**config.mk**
```make
export PLATFORM = sky130hd
export DESIGN_NAME = ptw_walker
export DESIGN_NICKNAME = d
export VERILOG_FILES = /design/src/rtl/ptw_pkg.sv /design/src/rtl/ptw_addr_gen.sv /design/src/rtl/ptw_entry_decode.sv /design/src/rtl/ptw_ctrl.sv /design/src/rtl/ptw_walker.sv
export SDC_FILE = /design/constraint.sdc
export NUM_CORES = 1
export LEC_CHECK = 0
export BUFFER_PORTS_ARGS = -buffer_cell sky130_fd_sc_hd__buf_2
export CAP_MARGIN = 20
export CORE_MARGIN = 8
export CORE_UTILIZATION = 45
export CTS_CLUSTER_DIAMETER = 100
export CTS_CLUSTER_SIZE = 28
export DETAILED_ROUTE_END_ITERATION = 8
export HOLD_SLACK_MARGIN = 0.06
export PLACE_DENSITY = 0.74
export SYNTH_ARGS = -nofsm -noshare
export SYNTH_HDL_FRONTEND = slang
export SYNTH_HIERARCHICAL = 1
export SYNTH_SLANG_ARGS = --single-unit
```
**constraint.sdc**
```tcl
create_clock -name clk -period 2.9 [get_ports clk]
set_input_delay 0.29 -clock clk [delete_from_list [all_inputs] [get_ports clk]]
set_output_delay 0.29 -clock clk [all_outputs]
set_load 0.05 [all_outputs]
```
**src/rtl/ptw_pkg.sv**
```systemverilog
package ptw_pkg;
  typedef enum logic [1:0] {
    ST_IDLE  = 2'd0,
    ST_OUTER = 2'd1,
    ST_INNER = 2'd2,
    ST_DONE  = 2'd3
  } walk_state_e;
endpackage

```
**src/rtl/ptw_addr_gen.sv**
```systemverilog
// Entry address = table base + index scaled by entry size in words.
module ptw_addr_gen #(
  parameter int AW          = 30,
  parameter int IDX_W       = 12,
  parameter int ENTRY_WORDS = 1
) (
  input  logic [AW-1:0]    base,
  input  logic [IDX_W-1:0] idx,
  output logic [AW-1:0]    addr
);
  localparam bit POW2 = ((ENTRY_WORDS & (ENTRY_WORDS - 1)) == 0);
  localparam int SH   = $clog2(ENTRY_WORDS);

  generate
    if (POW2) begin : g_shift
      assign addr = base + (AW'(idx) << SH);
    end else begin : g_mult
      assign addr = base + AW'(idx) * AW'(ENTRY_WORDS);
    end
  endgenerate
endmodule

```
**src/rtl/ptw_entry_decode.sv**
```systemverilog
// Splits a table word into its valid flag and the two payload views.
module ptw_entry_decode #(
  parameter int AW    = 30,
  parameter int PPN_W = 18
) (
  input  logic [AW:0]      word,
  output logic             ent_valid,
  output logic [AW-1:0]    ent_tbl,
  output logic [PPN_W-1:0] ent_ppn
);
  assign ent_valid = word[AW];
  assign ent_tbl   = word[AW-1:0];
  assign ent_ppn   = word[PPN_W-1:0];
endmodule

```
**src/rtl/ptw_ctrl.sv**
```systemverilog
// Walk sequencer: all outputs registered.
module ptw_ctrl
  import ptw_pkg::*;
#(
  parameter int AW      = 30,
  parameter int PPN_W   = 18,
  parameter int INNER_W = 12,
  parameter int OFF_W   = 12,
  localparam int HOLD_W = INNER_W + OFF_W,
  localparam int PA_W   = PPN_W + OFF_W
) (
  input  logic              clk,
  input  logic              rst,
  input  logic              req_valid,
  input  logic [HOLD_W-1:0] req_low,
  input  logic [AW-1:0]     outer_addr,
  input  logic [AW-1:0]     inner_addr,
  input  logic              mem_rsp_valid,
  input  logic              ent_valid,
  input  logic [PPN_W-1:0]  ent_ppn,
  output logic [HOLD_W-1:0] held_low,
  output logic              busy,
  output logic              mem_req_valid,
  output logic [AW-1:0]     mem_req_addr,
  output logic              rsp_valid,
  output logic              rsp_fault,
  output logic              rsp_fault_level,
  output logic [PA_W-1:0]   rsp_paddr
);
  walk_state_e state;
  logic        rsp_take;

  // A response only counts after the request pulse has ended.
  assign rsp_take = mem_rsp_valid && !mem_req_valid;

  always_ff @(posedge clk) begin
    if (rst) begin
      state           <= ST_IDLE;
      held_low        <= '0;
      busy            <= 1'b0;
      mem_req_valid   <= 1'b0;
      mem_req_addr    <= '0;
      rsp_valid       <= 1'b0;
      rsp_fault       <= 1'b0;
      rsp_fault_level <= 1'b0;
      rsp_paddr       <= '0;
    end else begin
      mem_req_valid <= 1'b0;
      rsp_valid     <= 1'b0;
      case (state)
        ST_IDLE: begin
          if (req_valid) begin
            held_low      <= req_low;
            busy          <= 1'b1;
            mem_req_valid <= 1'b1;
            mem_req_addr  <= outer_addr;
            state         <= ST_OUTER;
          end
        end
        ST_OUTER: begin
          if (rsp_take) begin
            if (ent_valid) begin
              mem_req_valid <= 1'b1;
              mem_req_addr  <= inner_addr;
              state         <= ST_INNER;
            end else begin
              rsp_valid       <= 1'b1;
              rsp_fault       <= 1'b1;
              rsp_fault_level <= 1'b0;
              rsp_paddr       <= '0;
              state           <= ST_DONE;
            end
          end
        end
        ST_INNER: begin
          if (rsp_take) begin
            rsp_valid       <= 1'b1;
            rsp_fault       <= !ent_valid;
            rsp_fault_level <= !ent_valid;
            rsp_paddr       <= ent_valid ? {ent_ppn, held_low[OFF_W-1:0]} : '0;
            state           <= ST_DONE;
          end
        end
        default: begin
          busy  <= 1'b0;
          state <= ST_IDLE;
        end
      endcase
    end
  end
endmodule

```
**src/rtl/ptw_walker.sv**
```systemverilog
module ptw_walker #(
  parameter int OUTER_W     = 8,
  parameter int INNER_W     = 12,
  parameter int OFF_W       = 12,
  parameter int AW          = 30,
  parameter int PPN_W       = 18,
  parameter int ENTRY_WORDS = 1,
  localparam int VA_W       = OUTER_W + INNER_W + OFF_W,
  localparam int PA_W       = PPN_W + OFF_W,
  localparam int DW         = AW + 1
) (
  input  logic            clk,
  input  logic            rst,
  input  logic [AW-1:0]   root_base,
  input  logic            req_valid,
  input  logic [VA_W-1:0] req_vaddr,
  output logic            busy,
  output logic            mem_req_valid,
  output logic [AW-1:0]   mem_req_addr,
  input  logic            mem_rsp_valid,
  input  logic [DW-1:0]   mem_rsp_data,
  output logic            rsp_valid,
  output logic            rsp_fault,
  output logic            rsp_fault_level,
  output logic [PA_W-1:0] rsp_paddr
);
  localparam int HOLD_W = INNER_W + OFF_W;

  logic [AW-1:0]     outer_addr;
  logic [AW-1:0]     inner_addr;
  logic [HOLD_W-1:0] held_low;
  logic              ent_valid;
  logic [AW-1:0]     ent_tbl;
  logic [PPN_W-1:0]  ent_ppn;

  ptw_addr_gen #(.AW(AW), .IDX_W(OUTER_W), .ENTRY_WORDS(ENTRY_WORDS)) outer_gen_i (
    .base (root_base),
    .idx  (req_vaddr[VA_W-1 -: OUTER_W]),
    .addr (outer_addr)
  );

  ptw_addr_gen #(.AW(AW), .IDX_W(INNER_W), .ENTRY_WORDS(ENTRY_WORDS)) inner_gen_i (
    .base (ent_tbl),
    .idx  (held_low[HOLD_W-1 -: INNER_W]),
    .addr (inner_addr)
  );

  ptw_entry_decode #(.AW(AW), .PPN_W(PPN_W)) dec_i (
    .word      (mem_rsp_data),
    .ent_valid (ent_valid),
    .ent_tbl   (ent_tbl),
    .ent_ppn   (ent_ppn)
  );

  ptw_ctrl #(.AW(AW), .PPN_W(PPN_W), .INNER_W(INNER_W), .OFF_W(OFF_W)) ctrl_i (
    .clk             (clk),
    .rst             (rst),
    .req_valid       (req_valid),
    .req_low         (req_vaddr[HOLD_W-1:0]),
    .outer_addr      (outer_addr),
    .inner_addr      (inner_addr),
    .mem_rsp_valid   (mem_rsp_valid),
    .ent_valid       (ent_valid),
    .ent_ppn         (ent_ppn),
    .held_low        (held_low),
    .busy            (busy),
    .mem_req_valid   (mem_req_valid),
    .mem_req_addr    (mem_req_addr),
    .rsp_valid       (rsp_valid),
    .rsp_fault       (rsp_fault),
    .rsp_fault_level (rsp_fault_level),
    .rsp_paddr       (rsp_paddr)
  );
endmodule

```
# Word level (Yosys, flattened, before mapping)
# Cells that the tools add are included.
[word_totals]
memories = 0
reg_bits = 91
wordCells = 62
latch_bits = 0
mem_bits_ro = 0
ramBits = 0
inputBits = 97
[classes]
mul = 0
order_cmp = 0
eq_ne = 7
n_reduce_logical = 12
div = 0
bitwise_logic = 1
n_shift = 0
addsub = 2
muxes = 31
[op_table]
columns = ["cell", "count"]
rows = [
  ["30-bit two-way mux", 7],
  ["30-bit one-hot mux with 2 select lines", 2],
  ["30-bit by 12-bit adder with 30-bit output", 1],
  ["30-bit by 8-bit adder with 30-bit output", 1],
  ["1-bit two-way mux", 13],
  ["1-bit one-hot mux with 2 select lines", 5],
  ["4-bit AND reduction", 2],
  ["2-bit two-way mux", 3],
  ["2-bit inequality test, second input constant", 3],
  ["2-bit one-hot mux with 3 select lines", 1],
  ["2-bit by 1-bit inequality test with 1-bit output, second input constant", 2],
  ["2-bit AND reduction", 2],
  ["2-bit nonzero test", 2],
  ["3-bit AND reduction", 1],
  ["2-bit by 1-bit == test with 1-bit output, second input constant", 1],
  ["2-bit == test, second input constant", 1],
  ["1-bit logical NOT", 2],
  ["2-bit logical NOT", 1],
  ["2-bit OR reduction", 1],
  ["1-bit logical AND", 1],
  ["1-bit inverter", 1],
]

# Depth between registers and ports, before layout
[depth]
ltp_word = 4
ltp_mapped = 12

# Hierarchy
# Netlist, hierarchy kept.
[by_module_without_submodules]
columns = ["module", "area_per_inst_um2", "n_inst", "cells_each"]
rows = [
  ["ptw_ctrl", 3982.6, 1, 459],
  ["ptw_addr_gen at inner_gen_i", 945.9, 1, 136],
  ["ptw_addr_gen at outer_gen_i", 790.8, 1, 114],
  ["ptw_entry_decode", 367.9, 1, 49],
]

# Least setup slack after synthesis
# OpenSTA, ideal clock, no wires.
[synth_timing]
path_kind = "input -> register"
from = "input port mem_rsp_data[0]"
to = "register ctrl_i.mem_req_addr[20]"
setup_slack_ps = 426
arrival_ps = 2386
stages = 12
path_cell_list = "buf_4 -> ha_1 -> inv_1 -> fa_1 -> nor2b_1 -> o2111ai_1 -> a211o_1 -> o211ai_2 -> and3_1 -> xor2_1 -> o21ai_0 -> a311oi_2"
[synth_via]
elab_chain_cells = 4
[synth_lines]
columns = ["element", "line_no", "rtl"]
rows = [
  ["start: declaration", "ptw_walker.sv:21", "input logic [DW-1:0] mem_rsp_data,"],
  ["30-bit by 12-bit adder with 30-bit output", "ptw_addr_gen.sv:16", "assign addr = base + (AW'(idx) << SH);"],
  ["net inner_addr[20]", "ptw_walker.sv:30", "logic [AW-1:0] inner_addr;"],
  ["30-bit two-way mux", "ptw_ctrl.sv:62", "if (ent_valid) begin"],
  ["30-bit two-way mux", "ptw_ctrl.sv:61", "if (rsp_take) begin"],
  ["30-bit one-hot mux with 2 select lines", "ptw_ctrl.sv:50", "case (state)"],
  ["end signal: assignment", "ptw_ctrl.sv:56", "mem_req_addr <= outer_addr;"],
  ["end signal: assignment", "ptw_ctrl.sv:64", "mem_req_addr <= inner_addr;"],
  ["end: declaration", "ptw_ctrl.sv:24", "output logic [AW-1:0] mem_req_addr,"],
]
# The timed path passes the listed nets, and every way through them passes these cells. The select of a mux whose other input is x is not followed.
# A chain may end at the register's enable or synchronous reset.

# Final worst setup path
[layout_timing]
from = "register ctrl_i.held_low[12]"
to = "register ctrl_i.mem_req_addr[26]"
[layout_via]
elab_chain_cells = 4
[layout_lines]
columns = ["element", "line_no", "rtl"]
rows = [
  ["start: declaration", "ptw_ctrl.sv:21", "output logic [HOLD_W-1:0] held_low,"],
  ["start signal: assignment", "ptw_ctrl.sv:53", "held_low <= req_low;"],
  ["30-bit by 12-bit adder with 30-bit output", "ptw_addr_gen.sv:16", ""],
  ["net inner_addr[26]", "ptw_walker.sv:30", ""],
  ["30-bit two-way mux", "ptw_ctrl.sv:62", ""],
  ["30-bit two-way mux", "ptw_ctrl.sv:61", ""],
  ["30-bit one-hot mux with 2 select lines", "ptw_ctrl.sv:50", ""],
]
# The timed path passes the listed nets, and every way through them passes these cells. The select of a mux whose other input is x is not followed.

==> impl_results.md <==
- Setup bufs post-CTS: 0
- First DRT Iteration DRCs: 509
- Cells on worst reg2reg path: 12
- DRT Pass-1 Iters: 5
- Tmin final: 2.678 ns
- Largest net degree at the start of global routing: 65
- CTS H-tree depth: 3
- Switch Pwr: roughly 0.003 W
- Die Area: 0.01750 mm²
- Aggregate global routing overflow: 0
- Routability cong.: around 0.88
- WHS: 0.1729 ns
- # diodes: 0
- Core area: about 0.013 mm²
- Via Count: approximately 5,500
- Worst EP arrival: 2.95 ns
- Ys flop type: dfxtp_1
- Top post-synthesis cells by count: nand2_1, dfxtp_1, a21oi_1, nor2_1, buf_4
- Sequential power share: between 20% and 30%
- Mean Syn Cell Area: ~8 µm²
- Largest family of logic cells by synthesized area: compound AO/OA/AOI/OAI gates
- Number of synthesized register bits: just over 90
- Count leader, synth: nand2_1
- Largest stage delay on the critical path: 0.39 ns
- Clk_lat worst skew: ~0.35 ns
- Via count of the first global-routing pass: around 5,200
- CTS buffer count: 9
- Sequential fraction of the synthesis area: 29.93%
- Residual DRC count: 0
- Max frequency: around 0.37 GHz
- Post-DP HPWL: 12,560 µm
- Boundary Pins: approximately 160
- Share of the synthesized area in the top cell type: between 20 and 30%
- Synth Area in Compound Gates: 25.51%
- Root buf cell: clkbuf_16
- Initial Utilization: 45.97%
- Gate Count Post-Synth: 758
- Clk network pwr share: about 22%
- Layout cells sized above 1: a little over a quarter
- Setup CP Type: flip-flop to flip-flop
- CP startpoint kind: flip-flop
- Proportion of synthesized area in mux cells: 0.3289%
- Fin nets: about 970
- CP Data Required Time: between 3 and 4 ns
- Worst min-delay path class: input port to flip-flop
- Die W: roughly 130 µm
- Clock transition at path regs: roughly 0.070 ns
- Post-placement setup slack: roughly 0.16 ns
- Yosys warns: 6
- Worst slew margin: ~44%
- Die Ht: 132.3 µm
- Syn Std Cell Area: around 0.0061 mm²
- Post-Synth Adder-Cell Area: 6.208%
- Critical path peak fanout: 3
- Setup Viol. Count Final: 0
- Comb power frac: 51.9%
- CP bufs+invs: 2
- DRT antenna net count: 0
- Final worst slack: 0.2225 ns
- Row count: between 40 and 50
- Peak supply drop: 0.4090 mV
- Worst path depth: 12
- Worst hold stages: 3
- Synth unique cells: 55
- Clock buffer depth: 2
- Initial antenna violation count: 0
- Crit end category: flip-flop
- Internal power: between 0.003 and 0.004 W
- Post-synth ARST share: 0%
- Setup TNS: 0 ns
- Tcrit/Tclk final: 92.33%
- First-pass GRT wire length: 26,790 µm
- Switch share: about 47%
- Final Hold Fails: 0
- Post-synthesis xor/xnor area fraction: 8.058%
- Drt via density: 5.344
- Tot GR Track Use: a little under a fifth
- Synth Area in Simple Gates: ~19%
- Skew final: between 0.007 and 0.008 ns
- P_leak: slightly below 3 nW
- TritonCTS clock tree: done
- Synthesized Nets: 884
- Cell Pwr Density: 928.6 mW/mm²
- Post-synth EDFFs: 0
- Top post-synthesis cells by area: dfxtp_1, a311oi_2, nand2_1
- Pins Over Slew Limit: 0
- Critical path, cell by cell: ha_1 -> inv_1 -> fa_1 -> nor2b_1 -> o2111ai_1 -> nand2_1 -> a221oi_1 -> buf_4 -> nor4_1 -> xor2_1 -> o21ai_1 -> a311oi_2
- Port Buffers: ~160
- Status: complete, no violations
- Slew @ Worst Pin: approximately 0.84 ns
- Slowest-stage cell, CP: fa_1
- Yosys top cell by area: dfxtp_1
- Critical path's top delay family: compound AO/OA/AOI/OAI gates
- Layout area overhead: 15.62%
- WL per Instance: approximately 17 µm
- Max Cap Viol: 0
- Fin util: about 53%
- CTS sink count: 91
- RSZ-0062 raised after global routing: false
- Routed WL: approximately 17,000 µm
==> path summary, 6_finish.rpt <==
| check | slack, ns | to | from |
|---|---|---|---|
| max | 0.22 | ctrl_i/mem_req_addr[26] | ctrl_i/held_low[12] |
| max reg2reg | 0.22 | ctrl_i/mem_req_addr[26] | ctrl_i/held_low[12] |
| min reg2reg | 0.45 | ctrl_i/rsp_paddr[5] | ctrl_i/rsp_paddr[5] |
| min | 0.17 | ctrl_i/held_low[13] | req_vaddr[13] |
==> flip-flops by register name, summed over array words and instances, names as in the netlist <==
register and count:
ctrl_i/rsp_valid 1, ctrl_i/rsp_paddr 30, ctrl_i/mem_req_addr 30, ctrl_i/mem_req_valid 1, ctrl_i/rsp_fault 1, ctrl_i/rsp_fault_level 1, ctrl_i/state 2, ctrl_i/busy 1
ctrl_i/held_low 24
==> routing by layer <==
| layer | track usage, % | part of all wire (%) | up-vias |
|---|---|---|---|
| li1 | - | - | 2792 |
| met1 | 25.10 | 48 | 2506 |
| met3 | 4.002 | 5.9 | 21 |
| met2 | 28.98 | 45 | 169 |
| met5 | 0 | 0 | - |
| met4 | 5.994 | 1.7 | 0 |
==> through the flow <==
step	instance area, µm²	std cells	power [W]
after floorplan	6087	758	0.004371
after global placement	6656	1010	0.005081
after detailed placement	6656	1010	0.005118
after CTS	7014	1026	0.006541
after global routing	7038	1027	0.006908
final	7038	1027	0.006535
==> kinds of logic (layout without fill, tap and decap cells) <==
group,count (synthesis),after routing
simple gates,255,255
flops,91,91
mux,2,2
compound gates,211,211
fa+ha+maj,29,29
buf+inv,114,207
xor+xnor,56,56
==> power by group through the flow <==
stage	combinational, W	sequential, W	clock, W
2_1_floorplan	0.00190	0.00247	0
5_1_grt	0.00366	0.00175	0.00150
3_5_place_dp	0.00337	0.00175	0
6_report	0.00339	0.00172	0.00142
3_3_place_gp	0.00335	0.00174	0
4_1_cts	0.00338	0.00172	0.00144
==> layout make-up <==
type	count	area, µm²
fillers	1316	6205
multi-input cells	553	3649
flip-flops and latches	91	1822
repair buffers	174	925.9
clock buffers	10	239.0
well taps	176	220.2
clock inverters	6	118.9
inverters	17	63.81
==> worst reg2reg max path: stages, from the launching register on <==
cell	delay [ns]
dfxtp_1	0.34
ha_1	0.16
inv_1	0.06
fa_1	0.39
nor2b_1	0.17
o2111ai_1	0.16
nand2_1	0.12
a221oi_1	0.09
buf_4	0.16
nor4_1	0.26
xor2_1	0.22
o21ai_1	0.17
a311oi_2	0.30
==> placed cells by master (no fill, tap or decap), types with 4 or more instances in the layout <==
| master | count |
|---|---|
| buf_2 | 160 |
| nand2_1 | 106 |
| dfxtp_1 | 91 |
| a21oi_1 | 74 |
| nor2_1 | 53 |
| nand3_1 | 43 |
| o21ai_0 | 36 |
| o21bai_1 | 31 |
| a311oi_2 | 30 |
| xnor2_1 | 29 |
| ha_1 | 27 |
| xor2_1 | 27 |
| inv_1 | 17 |
| buf_4 | 12 |
| nor4_1 | 10 |
| clkbuf_16 | 9 |
| nor3_1 | 8 |
| and3_1 | 7 |
| a21o_1 | 6 |
| nand4_1 | 6 |
| o211ai_1 | 5 |
| nor2b_1 | 4 |
| o21ai_1 | 4 |
| nand2b_1 | 4 |
| o21a_1 | 4 |
==> timing repair <==
item,in CTS,in global routing
gates resized for setup,0,1
hold buffers,0,0
endpoints found under the setup margin,0,1
Power figures use the tool's default switching activity.
